==> src/rtl/crtc_pkg.sv <==
package crtc_pkg;
  parameter int REG_W = 8;
  parameter int NREG  = 20;
  parameter int IDX_W = 5;
  parameter int HCW   = 8;
  parameter int ROWW  = 7;
  parameter int SLW   = 5;
  parameter int MAW   = 14;
  parameter int HIW   = MAW - REG_W;
  parameter int VSCW  = 5;

  localparam int IX_HTOT  = 0;
  localparam int IX_HDISP = 1;
  localparam int IX_HSPOS = 2;
  localparam int IX_SYNCW = 3;
  localparam int IX_VTOT  = 4;
  localparam int IX_VADJ  = 5;
  localparam int IX_VDISP = 6;
  localparam int IX_VSPOS = 7;
  localparam int IX_MAXSL = 9;
  localparam int IX_CSTRT = 10;
  localparam int IX_CEND  = 11;
  localparam int IX_SA_HI = 12;
  localparam int IX_SA_LO = 13;
  localparam int IX_CA_HI = 14;
  localparam int IX_CA_LO = 15;
  localparam int IX_UA_HI = 18;
  localparam int IX_UA_LO = 19;

  typedef struct packed {
    logic [HCW-1:0]  h_total;
    logic [HCW-1:0]  h_disp;
    logic [HCW-1:0]  h_sync_pos;
    logic [3:0]      hs_w;
    logic [3:0]      vs_w;
    logic [ROWW-1:0] v_total;
    logic [ROWW-1:0] v_disp;
    logic [ROWW-1:0] v_sync_pos;
    logic [SLW-1:0]  v_adj;
    logic [SLW-1:0]  max_sl;
    logic [SLW-1:0]  cur_start;
    logic [SLW-1:0]  cur_end;
    logic [MAW-1:0]  start_addr;
    logic [MAW-1:0]  cur_addr;
    logic [MAW-1:0]  upd_addr;
  } crtc_cfg_t;
endpackage

==> src/rtl/crtc_regfile.sv <==
module crtc_regfile
  import crtc_pkg::*;
(
  input  logic             clk,
  input  logic             rst_n,
  input  logic             sel,
  input  logic             rs,
  input  logic             we,
  input  logic [REG_W-1:0] wdata,
  output crtc_cfg_t        cfg
);
  logic [IDX_W-1:0]             idx_q, idx_d;
  logic [NREG-1:0][REG_W-1:0]   regs_q, regs_d;
  logic                         wr_idx, wr_dat;

  assign wr_idx = sel && we && !rs;
  assign wr_dat = sel && we && rs;

  always_comb begin
    idx_d = idx_q;
    if (wr_idx) idx_d = wdata[IDX_W-1:0];
  end

  for (genvar g = 0; g < NREG; g++) begin : g_reg
    always_comb begin
      regs_d[g] = regs_q[g];
      if (wr_dat && (idx_q == IDX_W'(g))) regs_d[g] = wdata;
    end
  end

  always_ff @(posedge clk or negedge rst_n) begin
    if (!rst_n) begin
      idx_q  <= '0;
      regs_q <= '0;
    end else begin
      idx_q  <= idx_d;
      regs_q <= regs_d;
    end
  end

  always_comb begin
    cfg.h_total    = regs_q[IX_HTOT];
    cfg.h_disp     = regs_q[IX_HDISP];
    cfg.h_sync_pos = regs_q[IX_HSPOS];
    cfg.hs_w       = regs_q[IX_SYNCW][3:0];
    cfg.vs_w       = regs_q[IX_SYNCW][7:4];
    cfg.v_total    = regs_q[IX_VTOT][ROWW-1:0];
    cfg.v_adj      = regs_q[IX_VADJ][SLW-1:0];
    cfg.v_disp     = regs_q[IX_VDISP][ROWW-1:0];
    cfg.v_sync_pos = regs_q[IX_VSPOS][ROWW-1:0];
    cfg.max_sl     = regs_q[IX_MAXSL][SLW-1:0];
    cfg.cur_start  = regs_q[IX_CSTRT][SLW-1:0];
    cfg.cur_end    = regs_q[IX_CEND][SLW-1:0];
    cfg.start_addr = {regs_q[IX_SA_HI][HIW-1:0], regs_q[IX_SA_LO]};
    cfg.cur_addr   = {regs_q[IX_CA_HI][HIW-1:0], regs_q[IX_CA_LO]};
    cfg.upd_addr   = {regs_q[IX_UA_HI][HIW-1:0], regs_q[IX_UA_LO]};
  end

  AST_IGNORED_IDX: assert property (@(posedge clk) disable iff (!rst_n)
    (wr_dat && (idx_q >= IDX_W'(NREG))) |=> $stable(regs_q));
endmodule

==> src/rtl/crtc_timing.sv <==
module crtc_timing
  import crtc_pkg::*;
(
  input  logic            clk,
  input  logic            rst_n,
  input  crtc_cfg_t       cfg,
  output logic [HCW-1:0]  hcnt,
  output logic [SLW-1:0]  sl,
  output logic            de,
  output logic            hsync,
  output logic            vsync,
  output logic            frame_end,
  output logic            row_adv
);
  logic [HCW-1:0]  hcnt_q, hcnt_d;
  logic [SLW-1:0]  sl_q, sl_d;
  logic [ROWW-1:0] row_q, row_d;
  logic            adj_q, adj_d;
  logic [VSCW-1:0] vs_q, vs_d;
  logic            line_end;

  assign line_end = (hcnt_q == cfg.h_total);

  always_comb begin
    hcnt_d    = line_end ? '0 : hcnt_q + 1'b1;
    sl_d      = sl_q;
    row_d     = row_q;
    adj_d     = adj_q;
    frame_end = 1'b0;
    row_adv   = 1'b0;
    if (line_end) begin
      if (adj_q) begin
        if (sl_q == (cfg.v_adj - 1'b1)) frame_end = 1'b1;
        else                            sl_d = sl_q + 1'b1;
      end else if (sl_q == cfg.max_sl) begin
        if (row_q == cfg.v_total) begin
          if (cfg.v_adj == '0) frame_end = 1'b1;
          else begin
            adj_d = 1'b1;
            sl_d  = '0;
          end
        end else begin
          row_d   = row_q + 1'b1;
          sl_d    = '0;
          row_adv = 1'b1;
        end
      end else begin
        sl_d = sl_q + 1'b1;
      end
      if (frame_end) begin
        sl_d  = '0;
        row_d = '0;
        adj_d = 1'b0;
      end
    end
  end

  always_comb begin
    vs_d = vs_q;
    if (line_end) begin
      if ((row_d == cfg.v_sync_pos) && (sl_d == '0) && !adj_d)
        vs_d = (cfg.vs_w == 4'd0) ? VSCW'(16) : VSCW'(cfg.vs_w);
      else if (vs_q != '0)
        vs_d = vs_q - 1'b1;
    end
  end

  always_ff @(posedge clk or negedge rst_n) begin
    if (!rst_n) begin
      hcnt_q <= '0;
      sl_q   <= '0;
      row_q  <= '0;
      adj_q  <= 1'b0;
      vs_q   <= '0;
    end else begin
      hcnt_q <= hcnt_d;
      sl_q   <= sl_d;
      row_q  <= row_d;
      adj_q  <= adj_d;
      vs_q   <= vs_d;
    end
  end

  assign hcnt  = hcnt_q;
  assign sl    = sl_q;
  assign de    = (hcnt_q < cfg.h_disp) && (row_q < cfg.v_disp) && !adj_q;
  assign hsync = ({1'b0, hcnt_q} >= {1'b0, cfg.h_sync_pos}) &&
                 ({1'b0, hcnt_q} < ({1'b0, cfg.h_sync_pos} + {{(HCW-3){1'b0}}, cfg.hs_w}));
  assign vsync = (vs_q != '0);

  AST_HWRAP: assert property (@(posedge clk) disable iff (!rst_n)
    (hcnt_q == cfg.h_total) |=> (hcnt_q == '0));
  AST_ROW_STEP: assert property (@(posedge clk) disable iff (!rst_n)
    (line_end && !adj_q && (sl_q == cfg.max_sl) && (row_q != cfg.v_total))
      |=> ((row_q == $past(row_q) + 1'b1) && (sl_q == '0)));
  AST_VS_LOAD: assert property (@(posedge clk) disable iff (!rst_n)
    $rose(vsync) |-> ((row_q == $past(cfg.v_sync_pos)) && (sl_q == '0) && !adj_q));
  AST_DE_ADJ: assert property (@(posedge clk) disable iff (!rst_n)
    adj_q |-> !de);
endmodule

==> src/rtl/crtc_addr.sv <==
module crtc_addr
  import crtc_pkg::*;
(
  input  logic            clk,
  input  logic            rst_n,
  input  crtc_cfg_t       cfg,
  input  logic [HCW-1:0]  hcnt,
  input  logic [SLW-1:0]  sl,
  input  logic            de,
  input  logic            frame_end,
  input  logic            row_adv,
  input  logic            ph2,
  output logic [MAW-1:0]  ma,
  output logic            cursor
);
  logic [MAW-1:0] base_q, base_d;
  logic [MAW-1:0] refr;

  always_comb begin
    base_d = base_q;
    if (frame_end)    base_d = cfg.start_addr;
    else if (row_adv) base_d = base_q + {{(MAW-HCW){1'b0}}, cfg.h_disp};
  end

  always_ff @(posedge clk or negedge rst_n) begin
    if (!rst_n) base_q <= '0;
    else        base_q <= base_d;
  end

  assign refr   = base_q + {{(MAW-HCW){1'b0}}, hcnt};
  assign cursor = de && (refr == cfg.cur_addr) &&
                  (sl >= cfg.cur_start) && (sl <= cfg.cur_end);
  assign ma     = ph2 ? cfg.upd_addr : refr;

  AST_BASE_STEP: assert property (@(posedge clk) disable iff (!rst_n)
    row_adv |=> (base_q == $past(base_q) + {{(MAW-HCW){1'b0}}, $past(cfg.h_disp)}));
  AST_BASE_FRAME: assert property (@(posedge clk) disable iff (!rst_n)
    frame_end |=> (base_q == $past(cfg.start_addr)));
endmodule

==> src/rtl/crtc_interleave.sv <==
module crtc_interleave
  import crtc_pkg::*;
(
  input  logic             clk,
  input  logic             rst_n,
  input  logic             bus_sel,
  input  logic             bus_rs,
  input  logic             bus_we,
  input  logic [REG_W-1:0] bus_wdata,
  input  logic             ph2,
  output logic [MAW-1:0]   ma,
  output logic [SLW-1:0]   ra,
  output logic             hsync,
  output logic             vsync,
  output logic             de,
  output logic             cursor
);
  logic [1:0]     rsync_q;
  logic           rst_int_n;
  crtc_cfg_t      cfg;
  logic [HCW-1:0] hcnt;
  logic           frame_end, row_adv;

  always_ff @(posedge clk or negedge rst_n) begin
    if (!rst_n) rsync_q <= 2'b00;
    else        rsync_q <= {rsync_q[0], 1'b1};
  end
  assign rst_int_n = rsync_q[1];

  crtc_regfile u_regs (
    .clk(clk), .rst_n(rst_int_n), .sel(bus_sel), .rs(bus_rs),
    .we(bus_we), .wdata(bus_wdata), .cfg(cfg));

  crtc_timing u_tim (
    .clk(clk), .rst_n(rst_int_n), .cfg(cfg), .hcnt(hcnt), .sl(ra),
    .de(de), .hsync(hsync), .vsync(vsync),
    .frame_end(frame_end), .row_adv(row_adv));

  crtc_addr u_addr (
    .clk(clk), .rst_n(rst_int_n), .cfg(cfg), .hcnt(hcnt), .sl(ra),
    .de(de), .frame_end(frame_end), .row_adv(row_adv), .ph2(ph2),
    .ma(ma), .cursor(cursor));

  AST_UPD_HOLD: assert property (@(posedge clk) disable iff (!rst_int_n)
    (ph2 && $past(ph2) && $stable(cfg.upd_addr)) |-> $stable(ma));
endmodule

==> config.mk <==
export PLATFORM = sky130hd
export DESIGN_NAME = crtc_interleave
export DESIGN_NICKNAME = d
export VERILOG_FILES = /design/src/rtl/crtc_pkg.sv /design/src/rtl/crtc_regfile.sv /design/src/rtl/crtc_timing.sv /design/src/rtl/crtc_addr.sv /design/src/rtl/crtc_interleave.sv
export SDC_FILE = /design/constraint.sdc
export NUM_CORES = 1
export LEC_CHECK = 0
export BUFFER_PORTS_ARGS = -buffer_cell sky130_fd_sc_hd__clkbuf_2
export CAP_MARGIN = 20
export CORE_UTILIZATION = 34
export CTS_BUF_LIST = sky130_fd_sc_hd__clkbuf_4 sky130_fd_sc_hd__clkbuf_8
export DETAILED_ROUTE_END_ITERATION = 12
export GPL_ROUTABILITY_DRIVEN = 0
export SLEW_MARGIN = 0
export SYNTH_ARGS = -nofsm -noshare
export SYNTH_HDL_FRONTEND = slang
export SYNTH_SLANG_ARGS = --single-unit
export TNS_END_PERCENT = 10
==> constraint.sdc <==
create_clock -name clk -period 5.6 [get_ports clk]
set_clock_uncertainty 0.2 [all_clocks]
set_input_delay 0.28 -clock clk [delete_from_list [all_inputs] [get_ports clk]]
set_output_delay 0.28 -clock clk [all_outputs]
set_load 0.02 [all_outputs]
==> results of run 1 <==
==> cells in the final DEF, fill, tap and decap left out, types with 5 or more instances in the layout <==
cell type | Yosys | routed
nor2_1 | 45 | 45
inv_1 | 53 | 53
ha_1 | 64 | 64
inv_6 | 0 | 7
buf_4 | 1 | 12
dfrtp_1 | 162 | 161
a21oi_1 | 26 | 26
a21o_1 | 26 | 26
or3_1 | 5 | 5
nor3_1 | 19 | 18
nor4_1 | 8 | 8
and3_1 | 8 | 8
nand2b_1 | 14 | 14
nand3_1 | 27 | 27
nor2b_1 | 8 | 8
nand4_1 | 7 | 7
a22oi_1 | 5 | 5
xnor2_1 | 43 | 43
clkbuf_2 | 2 | 37
o211ai_1 | 9 | 9
o21ai_0 | 64 | 64
nand2_1 | 86 | 86
mux2_2 | 98 | 98
clkbuf_8 | 0 | 18
xor2_1 | 37 | 37
==> cell type report <==
type	instances	area, um^2	area share, %
tap	372	465	4.48
multi-input combinational	663	5010	48.2
sequential	162	4060	39.0
clock buffer	18	248	2.38
inverter	53	199	1.91
clock inverter	14	119	1.14
timing repair buffer	51	295	2.84
==> metrics by stage <==
| stage | worst slack, ns | power, uW | instance area, um^2 | util [%] |
|---|---|---|---|---|
| 3_5_place_dp | 1.04 | 3790 | 9990 | 36.9 |
| 3_3_place_gp | 1.21 | 3740 | 9990 | 36.8 |
| 6_report | 1.15 | 4580 | 10400 | 38.3 |
| 5_1_grt | 0.845 | 4970 | 10400 | 38.3 |
| 2_1_floorplan | 0.552 | 3260 | 9420 | - |
| 4_1_cts | 1.04 | 4620 | 10400 | 38.3 |
==> flip-flops by register name (all words and copies together) (netlist names) <==
register / flops
u_regs.idx_q: 5
u_regs.cfg: 115
u_addr.base_q: 14
u_tim.vs_q: 5
u_tim.row_q: 7
u_tim.hcnt: 8
u_tim.adj_q: 1
rsync_q: 2
u_tim.sl: 5
==> critical path, stage by stage, from the launching register on <==
cell      delay, ns
dfrtp_1        0.54
ha_1           0.24
inv_1          0.06
fa_1           0.39
nor2b_1        0.11
o21ai_0        0.12
a21oi_1        0.19
nand2b_1       0.18
xor2_1         0.15
nand3_1        0.09
or4_1          0.51
nor3_1         0.18
nand4_1        0.13
nor4_1         0.36
clkbuf_2       0.23
==> cells in the mapped netlist (all sizes together), types with 4 or more instances <==
| master | n | share of area (%) |
|---|---|---|
| o211ai | 9 | 0.72 |
| a22oi | 5 | 0.40 |
| buf | 4 | 0.24 |
| and3 | 8 | 0.53 |
| nor2 | 45 | 1.8 |
| mux2 | 98 | 12 |
| xnor2 | 43 | 4.0 |
| nand3 | 27 | 1.4 |
| or3 | 5 | 0.33 |
| nor4 | 11 | 1.0 |
| nand4 | 7 | 0.46 |
| a21oi | 27 | 1.5 |
| inv | 53 | 2.1 |
| nor2b | 8 | 0.53 |
| ha | 64 | 8.5 |
| clkbuf | 37 | 1.5 |
| dfrtp | 162 | 43 |
| o21ai | 64 | 3.4 |
| nand2 | 86 | 3.4 |
| a21o | 26 | 2.1 |
| nand2b | 14 | 0.93 |
| nor3 | 19 | 1.0 |
| xor2 | 37 | 3.4 |
==> cell families after synthesis <==
group	after synthesis	share of synthesized area [%]
compound gates	166	11.2
mux	98	11.7
flops	162	43.0
buf+inv	94	3.85
xor+xnor	81	7.69
simple gates	250	13.3
fa+ha+maj	67	9.14
other cells	1	0.0398
==> layer usage <==
| layer | wire (um) | vias up | global-route usage [%] |
|---|---|---|---|
| met2 | 10600 | 88 | 27.2 |
| met5 | 0 | - | 0 |
| met4 | 318 | 0 | 4.66 |
| met1 | 11100 | 3329 | 23.2 |
| met3 | 580 | 19 | 2.64 |
| li1 | - | 3267 | - |
==> report_power, final <==
group	internal, uW	switching [uW]	leakage [uW]
clock network	332	482	0.000184
registers	1470	330	0.00208
logic	917	1050	0.00267
total	2720	1860	0.00493
==> path summary, 6_finish.rpt <==
path | start | to | cells after the start | slack, ns
hold reg to reg | rsync_q[0]$_DFF_PN0_ | rsync_q[1]$_DFF_PN0_ | 0 | 0.16
setup reg to reg | u_tim.hcnt[1]$_DFF_PN0_ | u_tim.vs_q[4]$_DFFE_PN0P_ | 10 | 1.41
min in group asynchronous | rsync_q[1]$_DFF_PN0_ | u_regs.cfg[1]$_DFFE_PN0P_ | 0 | 0.26
setup / recovery | u_tim.hcnt[0]$_DFF_PN0_ | cursor | 14 | 1.15
hold / removal | bus_wdata[7] | u_regs.cfg[98]$_DFFE_PN0P_ | 3 | 0.03
max in group asynchronous | rsync_q[1]$_DFF_PN0_ | u_regs.cfg[57]$_DFFE_PN0P_ | 1 | 3.70
==> repair_timing <==
action,4_1_cts,5_1_grt
hold buffers,2,0
hold endpoints to repair,2,0
resized for setup,0,0
==> metrics.md, run 1 <==
| Metric | Value |
|---|---|
| Gr usage total | 16.8% |
| Area grow syn2layout | 10.3% |
| Antenna violations before repair | 0 |
| Top_reg_cell synth | dfrtp_1 |
| Row count | 60 |
| Die ar. | 28,400 um^2 |
| Period utilization | 79.5% |
| RSZ-0062 raised after global routing | false |
| DRC Markers | 0 |
| Netlist cell types | 67 |
| Post-Place Cells | 1,297 |
| Final Hold Fails | 0 |
| # clock sinks | 162 |
| Power Dens Cells | 441 nW/um^2 |
| CTS buffer count | 17 |
| Worst Setup End Kind | primary output |
| Largest net degree at the start of global routing | 70 |
| Worst skew pair latency | 0.47 ns |
| Setup bufs post-CTS | 0 |
| Cell leakage power | 0.00493 uW |
| Total congestion overflow | 0 |
| Post-Syn Nets | 1,000 |
| Max Cap Violations | 0 |
| Routed WL | 22,600 um |
| # diodes | 0 |
| Worst path required time | 5.12 ns |
| # nets final | 1,029 |
| Wire per inst | 17.0 um |
| Fmax | 0.224 GHz |
| Routed via count | 6,703 |
| TritonCTS clock tree | built |
| Clock transition at path regs | 0.09 ns |
| CTS Root Cell | clkbuf_8 |
| Gate Count Post-Synth | 919 |
| Synth Area per Inst | 10.3 um^2 |
| Async S/R FF share, synth | 100% |
| Slew HR | 32.7% |
| First-pass GRT wire length | 36,900 um |
| Setup crit start kind | flop |
| # IOs | 37 |
| Max Buffers Root-to-Sink | 2 |
| Crit-path max FO | 10 |
| Fin cells | 1,333 |
| WP data arrival | 3.97 ns |
| Starting Density | 34.8% |
| PortBufs | 36 |
| Die H | 168 um |
| Vias/cell | 5.03 |
| DP HPWL | 15,900 um |
| Final Hold Slack | 0.0303 ns |
| Tmin final | 4.45 ns |
| Number of routed nets with antenna violations | 0 |
| Final setup viols | 0 |
| Final setup TNS | 0 ns |
| Peak VDD IR | 0.175 mV |
| CORE AREA | 27,100 um^2 |
| Synth Cell Area | 9420 um^2 |
| Fill cells | 2,658 |
| Seq cells post-synth | 162 |
| Slew Viols, Final | 0 |
| Chip width | 168 um |
| Status | finished clean |
| Worst Max-Slew Pin Slew | 1.01 ns |
| DR iter-0 viols | 401 |
| Min-Delay Path Class | input port to flop |
| Post-synth EDFFs | 0 |
| CTS H-tree depth | 4 |
| First-pass detailed-route iteration total | 5 |
| Layout cells sized above 1 | 19.7% |
| Yosys warning total | 0 |
| Vias in the first global route | 6,684 |
| CP Class | flop to primary output |
| Sequential element share of the synthesized area | 43.0% |
No activity file was read; power rests on OpenSTA's default activity.
==> run 2: changes to the inputs <==
==> constraint.sdc (replaced) <==
create_clock -name clk -period 4.25 [get_ports clk]
set_clock_uncertainty 0.2 [all_clocks]
set_input_delay 0.2125 -clock clk [delete_from_list [all_inputs] [get_ports clk]]
set_output_delay 0.2125 -clock clk [all_outputs]
set_load 0.02 [all_outputs]
==> run 2 against run 1 <==
Flip-flop and latch count unchanged. Global-route usage grew 0.41 points. Count of clock-buffer cells in the layout up 1.
==> metrics.md, run 2 (synthesized netlist as in run 1, its figures left out) <==
| Metric | Value |
|---|---|
| M1 WL | 11,200 um (was 11,100 um) |
| Gr usage total | 17.2% (was 16.8%) |
| Slowest stage cell on the critical path | dfrtp_1 (unchanged) |
| CP cell instances | ha_1, fa_1, a21o_1, a21oi_1, xnor2_1, ha_1, a21o_1, a21o_1, a21o_1, a21oi_1, nor2_1, nor2_1, clkbuf_2 (was ha_1, inv_1, fa_1, nor2b_1, o21ai_0, a21oi_1, nand2b_1, xor2_1, nand3_1, or4_1, nor3_1, nand4_1, nor4_1, clkbuf_2) |
| Vias/cell | 5.08 (was 5.03) |
| Die H | 168 um (unchanged) |
| Worst skew pair latency | 0.47 ns (about the same) |
| Core Util, Final | 39.1% (was 38.3%) |
| CP Class | flop to primary output (unchanged) |
| CP max stage delay | 0.41 ns (was 0.54 ns) |
| DR iter-0 viols | 571 (was 401) |
| Fill cells | 2,653 (was 2,658) |
| Most common cell on crit path | a21o_1 |
| # clock sinks | 162 (unchanged) |
| Commonest non-fill, non-tap cell in the layout | dfrtp_1 (unchanged) |
| RSZ-0062 raised after global routing | false (unchanged) |
| CTS buffer count | 17 (unchanged) |
| Starting Density | 34.8% (unchanged) |
| DR top layer | met4 (unchanged) |
| CP endpoint | hsync (was cursor) |
| Max Cap Violations | 0 (unchanged) |
| Number of routed nets with antenna violations | 0 (unchanged) |
| Hold Crit Start | bus_we (was bus_wdata[7]) |
| Fmax | 0.255 GHz |
| First-pass GRT wire length | 37,700 um (was 36,900 um) |
| Reg2reg path depth | 13 (was 10) |
| Reg2reg start | u_regs.cfg[57]$_DFFE_PN0P_ (was u_tim.hcnt[1]$_DFF_PN0_) |
| Clock transition at path regs | 0.09 ns (about the same) |
| Clk pwr share | 19.3% (was 17.8%) |
| Met3 wire length | 768 um (was 580 um) |
| Slew HR | 32.1% (was 32.7%) |
| PortBufs | 36 (unchanged) |
| Placed Instance Area | 10,100 um^2 (was 9990 um^2) |
| Combinational Power Share | 43.6% (was 43.0%) |
| Worst path required time | 3.84 ns (was 5.12 ns) |
| Worst Max-Slew Pin Slew | 1.01 ns (about the same) |
| Flop pwr share | 37.1% (was 39.3%) |
| Largest net degree at the start of global routing | 50 (was 70) |
| R2R setup slack | 0.50 ns (was 1.41 ns) |
| RR Endpoint | u_tim.vs_q[4]$_DFFE_PN0P_ (unchanged) |
| Tmin final | 3.92 ns |
| Final setup TNS | 0 ns (unchanged) |
| Row count | 60 (unchanged) |
| Vias in the first global route | 6,843 (was 6,684) |
| Wire per inst | 17.0 um (about the same) |
| # IOs | 37 (unchanged) |
| Worst Setup SP | u_regs.cfg[91]$_DFFE_PN0P_ (was u_tim.hcnt[0]$_DFF_PN0_) |
| Met2 WL | 10,700 um (was 10,600 um) |
| Routed WL | 23,000 um (was 22,600 um) |
| Setup ws final | 0.330 ns (was 1.15 ns) |
| Final Hold Fails | 0 (unchanged) |
| DP Worst Slack | 0.563 ns (was 1.04 ns) |
| CTS Root Cell | clkbuf_8 (unchanged) |
| Routed via count | 6,843 (was 6,703) |
| DRC Markers | 0 (unchanged) |
| Total congestion overflow | 0 (unchanged) |
| CORE AREA | 27,100 um^2 (unchanged) |
| Crit-path max FO | 3 (was 10) |
| Max Buffers Root-to-Sink | 2 (unchanged) |
| Area grow syn2layout | 12.4% (was 10.3%) |
| Cell leakage power | 0.00502 uW (was 0.00493 uW) |
| DP HPWL | 16,100 um (was 15,900 um) |
| Peak VDD IR | 0.219 mV (was 0.175 mV) |
| CTS H-tree depth | 4 (unchanged) |
| TritonCTS clock tree | built (unchanged) |
| Period utilization | 92.2% |
| Antenna violations before repair | 0 (unchanged) |
| Setup crit start kind | flop (unchanged) |
| Switching Power | 2450 uW (was 1860 uW) |
| Most frequent cells in the layout | dfrtp_1, mux2_2, nand2_1, ha_1, o21ai_0 (was dfrtp_1, mux2_2, nand2_1, o21ai_0, ha_1) |
| Max FFs per register | 115 (unchanged) |
| Layout cells sized above 1 | 21.4% (was 19.7%) |
| Chip width | 168 um (unchanged) |
| Final setup viols | 0 (unchanged) |
| Worst Setup End Kind | primary output (unchanged) |
| Power Dens Cells | 592 nW/um^2 (was 441 nW/um^2) |
| WP data arrival | 3.51 ns (was 3.97 ns) |
| Slew Viols, Final | 0 (unchanged) |
| Sw frac | 39.1% (was 40.7%) |
| Die ar. | 28,400 um^2 (unchanged) |
| First-pass detailed-route iteration total | 5 (unchanged) |
| Finished Cell Area | 10,600 um^2 (was 10,400 um^2) |
| Status | finished clean (unchanged) |
| Min-Delay Path Class | input port to flop (unchanged) |
| # nets final | 1,044 (was 1,029) |
| Internal power | 3820 uW (was 2720 uW) |
| # diodes | 0 (unchanged) |
## run 2: cell types whose count changed in the layout (fill, tap and decap cells not counted), sizes merged
cell,delta
buf,+15
bufinv,+3
clkbuf,-1
clkinv,+1
clkinvlp,+1
dlygate4sd3,+2
inv,-6
## run 2: power groups by stage
stage | logic [uW] | registers, uW | clock network, uW
global route | 3100 | 2390 | 1310
global placement | 2630 | 2360 | 0
CTS | 2700 | 2340 | 1240
finish | 2730 | 2330 | 1210
floorplan | 2040 | 2250 | 0
detailed placement | 2670 | 2370 | 0
## run 2: area by class of cell
type                       count  area, um^2  share of cell area, %
clock inverter                13         159                   1.50
tap                          372         465                   4.40
clock buffer                  19         255                   2.41
sequential                   162        4060                   38.4
inverter                      53         199                   1.88
multi-input combinational    663        5030                   47.5
timing repair buffer          66         418                   3.95
## run 2: critical path: cells and delay by family (launching register included)
family                     cells  cell delay (ns)
adders and majority gates      3             0.87
xor gates and xnor gates       1             0.16
buffers and inverters          1             0.21
DFF                            1             0.41
and+or+nand+nor                2             0.26
AOI/OAI and AO/OA              6             1.13
## run 2: routing by layer
layer  track usage (%)  vias up
met5                 0        -
met4              4.07        0
met3              3.41       25
met2              27.9      113
met1              23.6     3408
li1                  -     3297
## run 2: how the worst min path moves through the flow
stage                     depth (start not counted)                           to  slack, ns
final                                             3  u_regs.idx_q[2]$_DFFE_PN0P_       0.08
after global routing                              3  u_regs.idx_q[4]$_DFFE_PN0P_       0.08
after CTS                                         3  u_regs.idx_q[1]$_DFFE_PN0P_       0.05
after detailed placement                          1         rsync_q[0]$_DFF_PN0_      -0.20
after global placement                            1         rsync_q[0]$_DFF_PN0_      -0.20
after floorplan                                   0         rsync_q[0]$_DFF_PN0_      -0.28
## run 2: through the flow
step / hold slack (ns) / std cells / total power, uW
floorplan: -0.283 / 919 / 4300
finish: 0.0779 / 1348 / 6270
CTS: 0.0548 / 1344 / 6280
detailed placement: -0.199 / 1308 / 5040
global placement: -0.198 / 1308 / 4990
global route: 0.0785 / 1348 / 6800
## run 2: repair_timing
action,CTS,global route
endpoints found under the setup margin,0,1
endpoints found under the hold margin,8,0
hold buffers,4,0
setup buffers,0,4
resized for setup,0,10
